**src/rtl/rtc_pkg.sv**
```systemverilog
package rtc_pkg;

    localparam int ADDR_W = 12;
    localparam int DATA_W = 32;

    localparam logic [ADDR_W-1:0] OFF_COUNT = 12'h000;
    localparam logic [ADDR_W-1:0] OFF_MATCH = 12'h004;
    localparam logic [ADDR_W-1:0] OFF_LOAD  = 12'h008;
    localparam logic [ADDR_W-1:0] OFF_CTRL  = 12'h00C;
    localparam logic [ADDR_W-1:0] OFF_MASK  = 12'h010;
    localparam logic [ADDR_W-1:0] OFF_RAW   = 12'h014;
    localparam logic [ADDR_W-1:0] OFF_MSKD  = 12'h018;
    localparam logic [ADDR_W-1:0] OFF_CLR   = 12'h01C;

    // Identification window: top 32 bytes of the offset space
    localparam logic [6:0] ID_WIN_TAG = 7'h7F;

    typedef struct packed {
        logic load;
        logic match;
        logic mask;
        logic clear;
    } wr_strobe_t;

    function automatic logic [7:0] id_byte(input logic [2:0] idx);
        case (idx)
            3'd0:    return 8'h31;
            3'd1:    return 8'h10;
            3'd2:    return 8'h14;
            3'd3:    return 8'h00;
            3'd4:    return 8'h0D;
            3'd5:    return 8'hF0;
            3'd6:    return 8'h05;
            default: return 8'hB1;
        endcase
    endfunction

endpackage

```
**src/rtl/rtc_counter.sv**
```systemverilog
module rtc_counter #(
    parameter int CNT_W = 32
) (
    input  logic             clk,
    input  logic             rst,
    input  logic             tick_en,
    input  logic             load_wr,
    input  logic [CNT_W-1:0] load_val,
    output logic [CNT_W-1:0] cnt,
    output logic [CNT_W-1:0] cnt_nxt,
    output logic [CNT_W-1:0] load_reg
);

    always_comb begin
        if (load_wr)
            cnt_nxt = load_val;
        else if (tick_en)
            cnt_nxt = cnt + CNT_W'(1);
        else
            cnt_nxt = cnt;
    end

    always_ff @(posedge clk) begin
        if (rst) begin
            cnt      <= '0;
            load_reg <= '0;
        end else begin
            cnt <= cnt_nxt;
            if (load_wr)
                load_reg <= load_val;
        end
    end

endmodule

```
**src/rtl/rtc_alarm.sv**
```systemverilog
module rtc_alarm #(
    parameter int CNT_W = 32
) (
    input  logic              clk,
    input  logic              rst,
    input  logic              tick_en,
    input  rtc_pkg::wr_strobe_t wr_s,
    input  logic [CNT_W-1:0]  wval,
    input  logic              mask_bit,
    input  logic [CNT_W-1:0]  cnt_nxt,
    output logic [CNT_W-1:0]  match,
    output logic              mask,
    output logic              ris,
    output logic              evt
);

    logic [CNT_W-1:0] match_nxt;
    logic             recheck;

    // Distance (match - count) reaching zero, in modular arithmetic
    assign match_nxt = wr_s.match ? wval : match;
    assign recheck   = tick_en | wr_s.load | wr_s.match;
    assign evt       = recheck && ((match_nxt - cnt_nxt) == '0);

    always_ff @(posedge clk) begin
        if (rst) begin
            match <= '0;
            mask  <= 1'b0;
            ris   <= 1'b0;
        end else begin
            match <= match_nxt;
            if (wr_s.mask)
                mask <= mask_bit;
            if (evt)
                ris <= 1'b1;
            else if (wr_s.clear)
                ris <= 1'b0;
        end
    end

endmodule

```
**src/rtl/rtc_bus_decode.sv**
```systemverilog
module rtc_bus_decode #(
    parameter int CNT_W  = 32,
    parameter int ADDR_W = rtc_pkg::ADDR_W,
    parameter int DATA_W = rtc_pkg::DATA_W
) (
    input  logic                clk,
    input  logic                rst,
    input  logic                bus_wr,
    input  logic                bus_rd,
    input  logic [ADDR_W-1:0]   bus_addr,
    input  logic [CNT_W-1:0]    cnt,
    input  logic [CNT_W-1:0]    match,
    input  logic [CNT_W-1:0]    load_reg,
    input  logic                mask,
    input  logic                ris,
    output rtc_pkg::wr_strobe_t wr_s,
    output logic [DATA_W-1:0]   rdata,
    output logic                err
);
    import rtc_pkg::*;

    logic [DATA_W-1:0] rd_val;
    logic              rd_bad;

    always_comb begin
        wr_s.load  = bus_wr && (bus_addr == OFF_LOAD);
        wr_s.match = bus_wr && (bus_addr == OFF_MATCH);
        wr_s.mask  = bus_wr && (bus_addr == OFF_MASK);
        wr_s.clear = bus_wr && (bus_addr == OFF_CLR);
    end

    always_comb begin
        rd_val = '0;
        rd_bad = 1'b0;
        if (bus_addr[ADDR_W-1:5] == ID_WIN_TAG) begin
            rd_val = DATA_W'(id_byte(bus_addr[4:2]));
        end else begin
            case (bus_addr)
                OFF_COUNT: rd_val = DATA_W'(cnt);
                OFF_MATCH: rd_val = DATA_W'(match);
                OFF_LOAD:  rd_val = DATA_W'(load_reg);
                OFF_CTRL:  rd_val = DATA_W'(1);
                OFF_MASK:  rd_val = DATA_W'(mask);
                OFF_RAW:   rd_val = DATA_W'(ris);
                OFF_MSKD:  rd_val = DATA_W'(ris & mask);
                default:   rd_bad = 1'b1;
            endcase
        end
    end

    always_ff @(posedge clk) begin
        if (rst) begin
            rdata <= '0;
            err   <= 1'b0;
        end else begin
            err <= bus_rd && rd_bad;
            if (bus_rd)
                rdata <= rd_val;
        end
    end

endmodule

```
**src/rtl/rtc_match_timer.sv**
```systemverilog
module rtc_match_timer #(
    parameter int CNT_W = 32
) (
    input  logic                           clk,
    input  logic                           rst,
    input  logic                           tick_en,
    input  logic                           bus_wr,
    input  logic                           bus_rd,
    input  logic [rtc_pkg::ADDR_W-1:0]     bus_addr,
    input  logic [rtc_pkg::DATA_W-1:0]     bus_wdata,
    output logic [rtc_pkg::DATA_W-1:0]     bus_rdata,
    output logic                           acc_err,
    output logic                           irq
);

    rtc_pkg::wr_strobe_t wr_s;
    logic [CNT_W-1:0] cnt;
    logic [CNT_W-1:0] cnt_nxt;
    logic [CNT_W-1:0] load_reg;
    logic [CNT_W-1:0] match;
    logic             mask;
    logic             ris;
    logic             evt;

    rtc_bus_decode #(.CNT_W(CNT_W)) u_dec (
        .clk(clk), .rst(rst), .bus_wr(bus_wr), .bus_rd(bus_rd),
        .bus_addr(bus_addr), .cnt(cnt), .match(match), .load_reg(load_reg),
        .mask(mask), .ris(ris), .wr_s(wr_s), .rdata(bus_rdata), .err(acc_err)
    );

    rtc_counter #(.CNT_W(CNT_W)) u_cnt (
        .clk(clk), .rst(rst), .tick_en(tick_en), .load_wr(wr_s.load),
        .load_val(bus_wdata[CNT_W-1:0]), .cnt(cnt), .cnt_nxt(cnt_nxt),
        .load_reg(load_reg)
    );

    rtc_alarm #(.CNT_W(CNT_W)) u_alm (
        .clk(clk), .rst(rst), .tick_en(tick_en), .wr_s(wr_s),
        .wval(bus_wdata[CNT_W-1:0]), .mask_bit(bus_wdata[0]),
        .cnt_nxt(cnt_nxt), .match(match), .mask(mask), .ris(ris), .evt(evt)
    );

    assign irq = ris & mask;

endmodule

```
**config.mk**
```make
export PLATFORM = sky130hd
export DESIGN_NAME = rtc_match_timer
export DESIGN_NICKNAME = d
export VERILOG_FILES = /design/src/rtl/rtc_pkg.sv /design/src/rtl/rtc_counter.sv /design/src/rtl/rtc_alarm.sv /design/src/rtl/rtc_bus_decode.sv /design/src/rtl/rtc_match_timer.sv
export SDC_FILE = /design/constraint.sdc
export NUM_CORES = 1
export LEC_CHECK = 0
export BUFFER_PORTS_ARGS = -buffer_cell sky130_fd_sc_hd__clkbuf_2
export CELL_PAD_IN_SITES_DETAIL_PLACEMENT = 1
export CELL_PAD_IN_SITES_GLOBAL_PLACEMENT = 1
export CORE_AREA = 5 5 142 144
export CTS_BUF_LIST = sky130_fd_sc_hd__clkbuf_4
export CTS_CLUSTER_DIAMETER = 30
export CTS_CLUSTER_SIZE = 12
export DETAILED_ROUTE_END_ITERATION = 6
export DIE_AREA = 0 0 147 149
export GPL_TIMING_DRIVEN = 0
export PLACE_DENSITY = 0.84
export SLEW_MARGIN = 40
export SYNTH_ARGS = -nofsm -noshare
export SYNTH_HDL_FRONTEND = slang
export SYNTH_SLANG_ARGS = --single-unit
```
**constraint.sdc**
```tcl
create_clock -name clk -period 5.8 [get_ports clk]
set_input_delay 0.58 -clock clk [delete_from_list [all_inputs] [get_ports clk]]
set_output_delay 0.58 -clock clk [all_outputs]
set_load 0.02 [all_outputs]
```
==> flow_metrics.tcl <==
set metrics [dict create \
    cp_data_required_time_ns 6.33 \
    fp-row-count 50 \
    io_buffers 78 \
    viasPerCell 6.09 \
    slew_headroom_pct 45.2 \
    grt_max_degree 17 \
    max_slew.worst_pin.slew_ns 0.813 \
    layout-drive-gt1-share_pct 14.5 \
    cp_top_family "compound AO/OA/AOI/OAI gates" \
    worst_path_max_delay_cell "nor4b_4" \
    totalWireLength_mm 31.5 \
    synth_edf_count 0 \
    grt_pass1_vias 8783 \
    setup-violations-final 0 \
    dieArea_sq_um 21900 \
    cts_buffers 17 \
    path_common_cell "clkbuf_2" \
    drv_slew 0 \
    avgSynthCellArea_sq_um 7.50 \
    synth_fp_nets 1173 \
    yosys_warnings 0 \
    fin_worst_skew_ns 0.0191 \
    switching_share_pct 28.6 \
    antenna_found_initial 1 \
    p_total_uw 1870 \
    crit_arrival_ns 6.12 \
    fin_ws_ns 0.215 \
    area_growth_pct 14.4 \
    fin_crit_sh_pct 96.3 \
    postSynthCellCount 1096 \
    ir_worst_vdd_uv 125 \
    outcome "complete, no violations" \
    nets 1274 \
    root_buffer "clkbuf_4" \
    wl_per_cell_um 21.8 \
    min_path_type "input pin to flop" \
    die_x_um 147 \
    grt_remaining_overflow 0 \
    synth.distinct_cells 75 \
    clock-sinks 131 \
    dp_hpwl_mm 23.9 \
    p_int_uw 1330 \
    cellPowerDensity_nw_per_um2 198 \
    holdPathStages 3 \
    gp_congestion 0.936 \
    ios 83 \
    hold_path.startpoint "bus_wdata[31]" \
    fillers 2401 \
    start_kind "input pin" \
    crit_cells 20 \
    critPathMaxStageDelay_ns 0.46 \
    drc 0 \
    ctsHoldBuffers 0 \
    crit_buf_inv 3 \
    switching_power_uw 533 \
    fmax_mhz 179 \
    path_max_fanout 10 \
    synth_area_sq_um 8230 \
    clockBufferDepth 2 \
    combPwrFrac_pct 12.2 \
    fin_crit_ns 5.59 \
    startpoint "bus_addr[9]" \
    hold_viol 0 \
    start_util_pct 44.3 \
    dpl_worst_slack_ns -1.29 \
    cts_tree "done" \
    max_cap_violations 0 \
    synth_flop_cell "dfxtp_1" \
    whs_ns 0.236 \
    worstPathCellList "clkbuf_2, nor4_4, and3_2, nand2_1, clkbuf_2, clkbuf_2, a21boi_0, ha_1, a21oi_1, a2bb2oi_1, o21ai_1, a21o_1, maj3_2, and3_4, nor4b_4, nor2_1, o41a_1, a2111oi_2, o2111ai_2, nand2_1" \
    first_iter_violations 684 \
    grtUsageTotal_pct 28.2 \
    first_pass_iters 5 \
    p_seq_share_pct 48.6 \
    synthArstFlopShare_pct 0 \
    end_kind "flop" \
    htreeDepth 4 \
    die_h_um 149 \
    seq_area_frac_synth_pct 31.9 \
    ys_ff_latch 131 \
    grt_pass1_wl_mm 48.6 \
    crit_type "input pin to flop" \
    core-area_sq_um 18600 \
    insertion_delay_ns 0.60 \
    cts.clk_slew.worst_paths_ns 0.13 \
    antenna_left 0 \
    p_leak_uw 0.00391 \
    clkPwrFrac_pct 39.1 \
    rr_worst_depth 20 \
    num_vias 8798 \
    rr_startpoint "u_cnt.cnt[1]$_SDFF_PP0_" \
]
[final cells by class]
type / count / area (sq um) / share of cell area (%)
diodes: 1 / 2.50 / 0.0266
repair buffers: 83 / 428 / 4.55
well taps: 234 / 293 / 3.11
flip-flops and latches: 131 / 2630 / 28.0
clock buffers: 17 / 128 / 1.36
multi-input cells: 886 / 5400 / 57.4
inverters: 14 / 52.6 / 0.558
plain buffers: 64 / 272 / 2.88
clock inverters: 15 / 205 / 2.18
[through the flow]
| step | utilization [%] | setup TNS (ns) | instance area, sq um | std cells |
|---|---|---|---|---|
| floorplan | - | 0 | 8230 | 1096 |
| finish | 50.7 | 0 | 9410 | 1445 |
| global placement | 47.9 | -1.25 | 8910 | 1408 |
| detailed placement | 48.0 | -1.29 | 8920 | 1409 |
| global route | 50.7 | -0.00911 | 9410 | 1445 |
| CTS | 50.0 | 0 | 9300 | 1441 |
[logic make-up after synthesis]
kind of cell | synth area share [%]
buf+inv | 3.64
xor+xnor | 4.78
simple gates | 28.5
compound gates | 21.5
mux | 5.28
fa+ha+maj | 4.40
flops | 31.9
[power groups by stage]
| stage | Clock [uW] | Sequential [uW] | Combinational, uW |
|---|---|---|---|
| after floorplan | 0 | 930 | 135 |
| after global placement | 0 | 927 | 210 |
| after detailed placement | 0 | 928 | 215 |
| after CTS | 739 | 908 | 220 |
| after global routing | 774 | 909 | 245 |
| final | 731 | 908 | 229 |
[synthesized netlist by cell type, types with 4 or more instances]
| master | number | area, sq um |
|---|---|---|
| o31ai_1 | 4 | 30.0 |
| dfxtp_1 | 131 | 2620 |
| nand2b_1 | 32 | 200 |
| nor4_1 | 10 | 62.6 |
| nor3_1 | 17 | 85.1 |
| and2_1 | 6 | 37.5 |
| xor2_1 | 17 | 149 |
| ha_1 | 28 | 350 |
| nand4_1 | 19 | 119 |
| nor2_1 | 83 | 312 |
| or4_1 | 4 | 30.0 |
| and3_1 | 9 | 56.3 |
| o21a_1 | 13 | 97.6 |
| clkbuf_1 | 53 | 199 |
| o21bai_1 | 4 | 30.0 |
| a21boi_0 | 17 | 128 |
| mux2i_1 | 40 | 400 |
| a32oi_1 | 6 | 52.6 |
| inv_1 | 14 | 52.6 |
| a311oi_1 | 4 | 35.0 |
| a21o_1 | 18 | 135 |
| xnor2_1 | 26 | 228 |
| and4_1 | 6 | 52.6 |
| a211oi_1 | 7 | 52.6 |
| nand2_1 | 214 | 803 |
| nor2b_1 | 10 | 62.6 |
| or3_1 | 6 | 37.5 |
| buf_1 | 10 | 37.5 |
| o21ai_0 | 45 | 225 |
| o211ai_1 | 4 | 30.0 |
| a21oi_1 | 111 | 556 |
| nand3_1 | 58 | 290 |
[path summary, 6_finish.rpt]
path | endpoint | slack, ns
max | u_alm.ris$_SDFFE_PP0P_ | 0.21
min | u_cnt.load_reg[31]$_SDFFE_PP0P_ | 0.24
max reg2reg | u_alm.ris$_SDFFE_PP0P_ | 0.30
min reg2reg | u_cnt.load_reg[22]$_SDFFE_PP0P_ | 0.47
[cells in the final DEF (no fill, tap or decap), drive strengths merged, types with 13 or more instances in the layout]
master  instances
a21boi         17
a21o           18
a21oi         111
buf            15
clkbuf        148
dfxtp         131
ha             28
inv            16
mux2i          40
nand2         214
nand2b         32
nand3          58
nand4          20
nor2           83
nor3           18
nor4           13
o21a           13
o21ai          49
xnor2          26
xor2           18
[tightest hold or removal path, stage by stage]
cell and delay, ns:
clkbuf_2 0.10, nand2_1 0.06, a21oi_1 0.06
[metal layers]
layer / routed length (um) / part of all wire, % / vias up / track usage [%]
met5: 0 / 0 / - / 0
met4: 1180 / 3.7 / 0 / 12.1
met3: 2050 / 6.5 / 69 / 5.47
met2: 14100 / 45 / 342 / 44.8
met1: 14100 / 45 / 4264 / 37.6
li1: - / - / 4123 / -
[repair_timing]
action	in CTS	in global routing
setup buffers	0	4
endpoints found under the setup margin	1	1
cloned	0	0
endpoints found under the hold margin	0	0
pin swaps	0	4
gates resized for setup	12	41
(Power assumes the default switching activity.)
